**src/rtl/spi_fe_pkg.sv**
```systemverilog
package spi_fe_pkg;

    localparam int BYTE_W    = 8;
    localparam int BIT_IDX_W = $clog2(BYTE_W);

    localparam logic [BYTE_W-1:0] OP_WRSR = 8'h01;
    localparam logic [BYTE_W-1:0] OP_RDSR = 8'h05;

    typedef struct packed {
        logic cs_n;
        logic sck;
        logic sdi;
        logic hold_n;
        logic wp_n;
    } pin_s;

    typedef struct packed {
        logic sck_rise;
        logic sck_fall;
        logic cs_rise;
    } edge_s;

    // Which byte of the frame is being shifted in
    typedef enum logic [1:0] {
        PH_OPCODE = 2'd0,
        PH_BYTE1  = 2'd1,
        PH_BYTE2  = 2'd2,
        PH_OVER   = 2'd3
    } phase_e;

    function automatic phase_e next_phase(input phase_e p);
        case (p)
            PH_OPCODE: return PH_BYTE1;
            PH_BYTE1:  return PH_BYTE2;
            default:   return PH_OVER;
        endcase
    endfunction

    function automatic logic [BYTE_W-1:0] merge_masked(
        input logic [BYTE_W-1:0] old_v,
        input logic [BYTE_W-1:0] new_v,
        input logic [BYTE_W-1:0] mask
    );
        return (old_v & ~mask) | (new_v & mask);
    endfunction

endpackage

```
**src/rtl/spi_pin_sampler.sv**
```systemverilog
module spi_pin_sampler
    import spi_fe_pkg::*;
(
    input  logic  clk,
    input  logic  rst,
    input  pin_s  pins_raw,
    output pin_s  pins,
    output edge_s edges
);
    logic sck_d;
    logic cs_d;

    always_ff @(posedge clk) begin
        if (rst) begin
            pins  <= '{cs_n: 1'b1, sck: 1'b0, sdi: 1'b0, hold_n: 1'b1, wp_n: 1'b1};
            sck_d <= 1'b0;
            cs_d  <= 1'b1;
        end else begin
            pins  <= pins_raw;
            sck_d <= pins.sck;
            cs_d  <= pins.cs_n;
        end
    end

    always_comb begin
        edges.sck_rise = pins.sck & ~sck_d;
        edges.sck_fall = ~pins.sck & sck_d;
        edges.cs_rise  = pins.cs_n & ~cs_d;
    end

endmodule

```
**src/rtl/spi_hold_ctrl.sv**
```systemverilog
module spi_hold_ctrl
    import spi_fe_pkg::*;
(
    input  logic clk,
    input  logic rst,
    input  pin_s pins,
    output logic paused
);
    // Changes take effect only in the serial clock low phase
    always_ff @(posedge clk) begin
        if (rst || pins.cs_n) begin
            paused <= 1'b0;
        end else if (!pins.sck) begin
            paused <= ~pins.hold_n;
        end
    end

    p_cs_ends_hold_r11: assert property (@(posedge clk) disable iff (rst)
        pins.cs_n |=> !paused);
    p_enter_low_r8: assert property (@(posedge clk) disable iff (rst)
        (!pins.cs_n && !pins.hold_n && !pins.sck) |=> paused);
    p_stay_held_r10: assert property (@(posedge clk) disable iff (rst)
        (paused && !pins.hold_n && !pins.cs_n) |=> paused);
    p_no_change_high_r9: assert property (@(posedge clk) disable iff (rst)
        (!pins.cs_n && pins.sck) |=> $stable(paused));

endmodule

```
**src/rtl/spi_frame_engine.sv**
```systemverilog
module spi_frame_engine
    import spi_fe_pkg::*;
(
    input  logic                 clk,
    input  logic                 rst,
    input  pin_s                 pins,
    input  edge_s                edges,
    input  logic                 paused,
    input  logic [BYTE_W-1:0]    status,
    output phase_e               phase,
    output logic [BIT_IDX_W-1:0] bit_idx,
    output logic [BYTE_W-1:0]    opcode,
    output logic [BYTE_W-1:0]    data_byte,
    output logic                 sdo_bit,
    output logic                 rd_active
);
    localparam logic [BIT_IDX_W-1:0] LAST_BIT = BIT_IDX_W'(BYTE_W - 1);

    logic [BYTE_W-1:0] shift_in;
    logic [BYTE_W-1:0] shift_out;
    logic [BYTE_W-1:0] next_byte;

    assign next_byte = {shift_in[BYTE_W-2:0], pins.sdi};
    assign rd_active = (opcode == OP_RDSR) && (phase != PH_OPCODE);

    always_ff @(posedge clk) begin
        if (rst || pins.cs_n) begin
            phase     <= PH_OPCODE;
            bit_idx   <= '0;
            opcode    <= '0;
            data_byte <= '0;
            shift_in  <= '0;
            shift_out <= '0;
            sdo_bit   <= 1'b0;
        end else if (!paused) begin
            if (edges.sck_rise) begin
                shift_in <= next_byte;
                bit_idx  <= bit_idx + 1'b1;
                if (bit_idx == LAST_BIT) begin
                    phase <= next_phase(phase);
                    if (phase == PH_OPCODE) opcode <= next_byte;
                    if (phase == PH_BYTE1)  data_byte <= next_byte;
                end
            end
            if (edges.sck_fall && rd_active) begin
                if (bit_idx == '0) begin
                    sdo_bit   <= status[BYTE_W-1];
                    shift_out <= {status[BYTE_W-2:0], 1'b0};
                end else begin
                    sdo_bit   <= shift_out[BYTE_W-1];
                    shift_out <= {shift_out[BYTE_W-2:0], 1'b0};
                end
            end
        end
    end

    p_counts_frozen_r10: assert property (@(posedge clk) disable iff (rst)
        (paused && !pins.cs_n) |=> ($stable(bit_idx) && $stable(phase) && $stable(sdo_bit)));
    p_deselect_clears_r1: assert property (@(posedge clk) disable iff (rst)
        pins.cs_n |=> (bit_idx == '0 && phase == PH_OPCODE));

endmodule

```
**src/rtl/spi_status_reg.sv**
```systemverilog
module spi_status_reg
    import spi_fe_pkg::*;
#(
    parameter logic [BYTE_W-1:0] RST_VAL  = 8'h00,
    parameter logic [BYTE_W-1:0] WR_MASK  = 8'hBC,
    parameter int                LOCK_BIT = 7
) (
    input  logic              clk,
    input  logic              rst,
    input  logic              wr_req,
    input  logic              wp_n,
    input  logic [BYTE_W-1:0] wr_val,
    output logic [BYTE_W-1:0] status
);
    logic allowed;
    assign allowed = wp_n | ~status[LOCK_BIT];

    always_ff @(posedge clk) begin
        if (rst) begin
            status <= RST_VAL;
        end else if (wr_req && allowed) begin
            status <= merge_masked(status, wr_val, WR_MASK);
        end
    end

    p_locked_refuse_r5: assert property (@(posedge clk) disable iff (rst)
        (wr_req && !wp_n && status[LOCK_BIT]) |=> $stable(status));
    p_fixed_bits_r7: assert property (@(posedge clk) disable iff (rst)
        wr_req |=> $stable(status & ~WR_MASK));
    p_no_req_hold_r4: assert property (@(posedge clk) disable iff (rst)
        !wr_req |=> $stable(status));

endmodule

```
**src/rtl/spi_flash_front.sv**
```systemverilog
module spi_flash_front
    import spi_fe_pkg::*;
#(
    parameter logic [7:0] STATUS_RST = 8'h00,
    parameter logic [7:0] STATUS_WR_MASK = 8'hBC,
    parameter int         LOCK_BIT = 7
) (
    input  logic clk,
    input  logic rst,
    input  logic spi_cs_n,
    input  logic spi_sck,
    input  logic spi_sdi,
    input  logic spi_hold_n,
    input  logic spi_wp_n,
    output logic spi_sdo,
    output logic spi_sdo_en
);
    pin_s                 pins_raw;
    pin_s                 pins;
    edge_s                edges;
    logic                 paused;
    phase_e               phase;
    logic [BIT_IDX_W-1:0] bit_idx;
    logic [BYTE_W-1:0]    opcode;
    logic [BYTE_W-1:0]    data_byte;
    logic [BYTE_W-1:0]    status;
    logic                 sdo_bit;
    logic                 rd_active;
    logic                 wr_req;

    assign pins_raw = '{cs_n: spi_cs_n, sck: spi_sck, sdi: spi_sdi,
                        hold_n: spi_hold_n, wp_n: spi_wp_n};

    spi_pin_sampler u_sampler (
        .clk(clk), .rst(rst), .pins_raw(pins_raw), .pins(pins), .edges(edges)
    );

    spi_hold_ctrl u_hold (
        .clk(clk), .rst(rst), .pins(pins), .paused(paused)
    );

    spi_frame_engine u_engine (
        .clk(clk), .rst(rst), .pins(pins), .edges(edges), .paused(paused),
        .status(status), .phase(phase), .bit_idx(bit_idx), .opcode(opcode),
        .data_byte(data_byte), .sdo_bit(sdo_bit), .rd_active(rd_active)
    );

    // Commit only when the frame closes on exactly two whole bytes
    assign wr_req = edges.cs_rise && (opcode == OP_WRSR) &&
                    (phase == PH_BYTE2) && (bit_idx == '0);

    spi_status_reg #(
        .RST_VAL(STATUS_RST), .WR_MASK(STATUS_WR_MASK), .LOCK_BIT(LOCK_BIT)
    ) u_status (
        .clk(clk), .rst(rst), .wr_req(wr_req), .wp_n(pins.wp_n),
        .wr_val(data_byte), .status(status)
    );

    assign spi_sdo    = sdo_bit;
    assign spi_sdo_en = !pins.cs_n && !paused && rd_active;

    p_hz_in_hold_r3: assert property (@(posedge clk) disable iff (rst)
        paused |-> !spi_sdo_en);
    p_hz_deselect_r3: assert property (@(posedge clk) disable iff (rst)
        pins.cs_n |-> !spi_sdo_en);

endmodule

```
**config.mk**
```make
export PLATFORM = sky130hd
export DESIGN_NAME = spi_flash_front
export DESIGN_NICKNAME = d
export VERILOG_FILES = /design/src/rtl/spi_fe_pkg.sv /design/src/rtl/spi_pin_sampler.sv /design/src/rtl/spi_hold_ctrl.sv /design/src/rtl/spi_frame_engine.sv /design/src/rtl/spi_status_reg.sv /design/src/rtl/spi_flash_front.sv
export SDC_FILE = /design/constraint.sdc
export NUM_CORES = 1
export LEC_CHECK = 0
export BUFFER_PORTS_ARGS = -buffer_cell sky130_fd_sc_hd__buf_4
export CORE_UTILIZATION = 60
export CTS_BUF_LIST = sky130_fd_sc_hd__clkbuf_16
export CTS_CLUSTER_DIAMETER = 200
export DETAILED_ROUTE_END_ITERATION = 7
export PLACE_DENSITY = 0.81
export SKIP_LAST_GASP = 1
export SLEW_MARGIN = 30
export SYNTH_ARGS = -nofsm -noshare
export SYNTH_HDL_FRONTEND = slang
export SYNTH_SLANG_ARGS = --single-unit
```
**constraint.sdc**
```tcl
create_clock -name clk -period 3.4 [get_ports clk]
set_input_delay 0.68 -clock clk [delete_from_list [all_inputs] [get_ports clk]]
set_output_delay 0.68 -clock clk [all_outputs]
set_load 0.02 [all_outputs]
```
==> impl_metrics.ini <==
[place]
dp_hpwl_um = 2350
dp_slack_ps = 1440
place_area_um2 = 1840
port_buffers = 8
place_congestion = 0.778

[pwr]
power.density_nw_per_um2 = 505
p_int_mw = 0.796
power_frac_comb = 0.029
p_sw_frac = 0.201
switchingPower_mw = 0.200
pwr-share-clk = 0.446
p_seq_frac = 0.526
leakagePower_nw = 0.748
peakVddDrop_v = 0.000579

[critical_path]
path_cells = or4_4 > nor4_1 > buf_4
cp-start-kind = register
slowest_stage = or4_4
crit_buf_inv = 1
critical_path_required_ps = 2720
cp_top_family = simple AND/OR/NAND/NOR gates
critPathKind = register to output pin
cp_max_fo = 3
endpoint_kind = output pin
slowest_delay_ps = 550
critical_path_arrival_ps = 1560

[synthesis]
syn_nets = 194
synth.yosys.seq_area_share = 0.505
syn_avg_cell_area_um2 = 9.49
synth_cells = 184
synth_cell_types = 28
synth_top_area_frac = 0.505
ys_async_sr_fraction = 0
yosysWarnings = 0
synth-edff-count = 0
netlist_area_um2 = 1750
synth.ff_latch_count = 44
synth-main-ff-cell = dfxtp_1
ys_top_cells_by_area = dfxtp_1, mux2i_1, nand2_1
synth.largest_area_cell = dfxtp_1

[status]
status = complete, no violations

[floorplan]
core_um2 = 2760
fp.dieW_um = 55.9
die_area_um2 = 3130
start_util = 0.633
io_pins = 9
chipHeight_um = 55.9
rows = 19

[sta]
setup_tns_ps = 0
hold_viol = 0
clock_skew_ps = 3.31
rsz0062_at_grt = false
setup_viol = 0
post-route-period-util = 0.660
setup_ws_ps = 1160
maxSlewViolCount = 0
relSlewSlack = 0.629
max_freq_ghz = 0.446
min_period_ps = 2240
tightest_slew_ps = 555
timing.hold.ws_ps = 409

[global_routing]
grt_max_degree = 26
grt_pass1_vias = 1250
antenna_found_initial = 0
grt_use_total = 0.245
grt_pass1_wl_um = 5720
gr-total-overflow = 0

[clock_network]
postCtsSetupRepairBufs = 0
clock_sinks = 44
clock_path_buffers = 2
numCtsBuffers = 5
clock-root-buffer = clkbuf_16
clk_transition_reported_paths_ps = 50
cts_resized = 0
cts_tree = done
clkLatencyLatePin_ps = 280
cts_hold_buf = 0
htree_levels = 2

[route]
dr.pass1.iters = 4
wirelength_um = 3370
viasPerCell = 5.64
vias = 1264
post_drt_wl_per_cell_um = 15.0
drt_iter0_markers = 46
ant_nets = 0
drc = 0

[min_path]
hp-class = register to register

[layout]
multiInputGateArea_um2 = 817
drive_above_1_share = 0.119
area_growth_pct = 13.0
final_cell_mix = dfxtp_1, nand2_1, mux2i_1, nor2_1
n_fill_cell = 213
post-route-util = 0.715
nets = 203
final_common_cell = dfxtp_1
finish.instance_area_um2 = 1970
diodes = 0
regArea_um2 = 881

[run]
drv_cap = 0
-- layer usage --
metal | track usage | routed length (um) | part of all wire
met1 | 0.269 | 1430 | 0.42
met2 | 0.415 | 1680 | 0.50
met3 | 0.0907 | 207 | 0.061
met4 | 0.122 | 56 | 0.017
met5 | 0 | 0 | 0
-- cell type report --
cell class | instances | area share
Clock inverter | 2 | 0.00444
Tap cell | 31 | 0.0197
Clock buffer | 5 | 0.0635
Sequential cell | 44 | 0.447
Timing Repair Buffer | 11 | 0.0419
Multi-Input combinational cell | 126 | 0.414
Inverter | 5 | 0.00952
-- cell usage after synthesis, drive strengths merged, types with 2 or more instances --
library cell,count
dfxtp,44
nand2,32
mux2i,24
nor2,18
a21oi,12
nand2b,12
clkbuf,8
inv,5
mux2,4
or2,4
ha,3
nor2b,3
nand4b,2
or4,2
-- logic make-up after synthesis --
family / synth area share
AOI/OAI and AO/OA: 0.0452
adders and majority gates: 0.0215
buffers and inverters: 0.0308
DFF: 0.505
muxes: 0.163
and+or+nand+nor: 0.234
-- worst paths after layout --
check,startpoint,endpoint,slack (ps),depth (start not counted)
worst min-delay path,u_sampler.pins[1],u_hold.paused,410,1
worst min register to register,u_sampler.pins[1],u_hold.paused,410,1
worst max register to register,u_engine.opcode[4],u_status.status[7],1420,4
worst max-delay path,u_engine.opcode[4],spi_sdo_en,1160,3
-- power by group through the flow --
stage                     clock network (mW)  logic [mW]  registers (mW)
after floorplan                            0      0.0180           0.533
after global placement                     0      0.0277           0.534
after detailed placement                   0      0.0287           0.534
after CTS                              0.452      0.0288           0.523
after global routing                   0.471      0.0316           0.523
final                                  0.444      0.0287           0.523
-- registers in the layout, summed over array words and instances (netlist names) --
signal	cells
u_hold.paused	1
u_engine.sdo_bit	1
u_engine.phase	2
u_sampler.sck_d	1
u_sampler.pins	5
u_engine.shift_out	5
u_status.status	5
u_engine.bit_idx	3
u_engine.shift_in	7
u_sampler.cs_d	1
u_engine.data_byte	5
u_engine.opcode	8
-- metrics by stage --
stage / power, mW / std cells
4_1_cts: 1.00 / 224
3_3_place_gp: 0.562 / 217
2_1_floorplan: 0.551 / 184
3_5_place_dp: 0.563 / 217
6_report: 0.996 / 224
5_1_grt: 1.03 / 224
-- worst register-to-register path, stage by stage (launching register included) --
cell     delay (ps)
dfxtp_1         320
or4_4           550
or4b_4          510
nor3_4          290
mux2i_1         240
No activity file was read; power rests on OpenSTA's default activity.
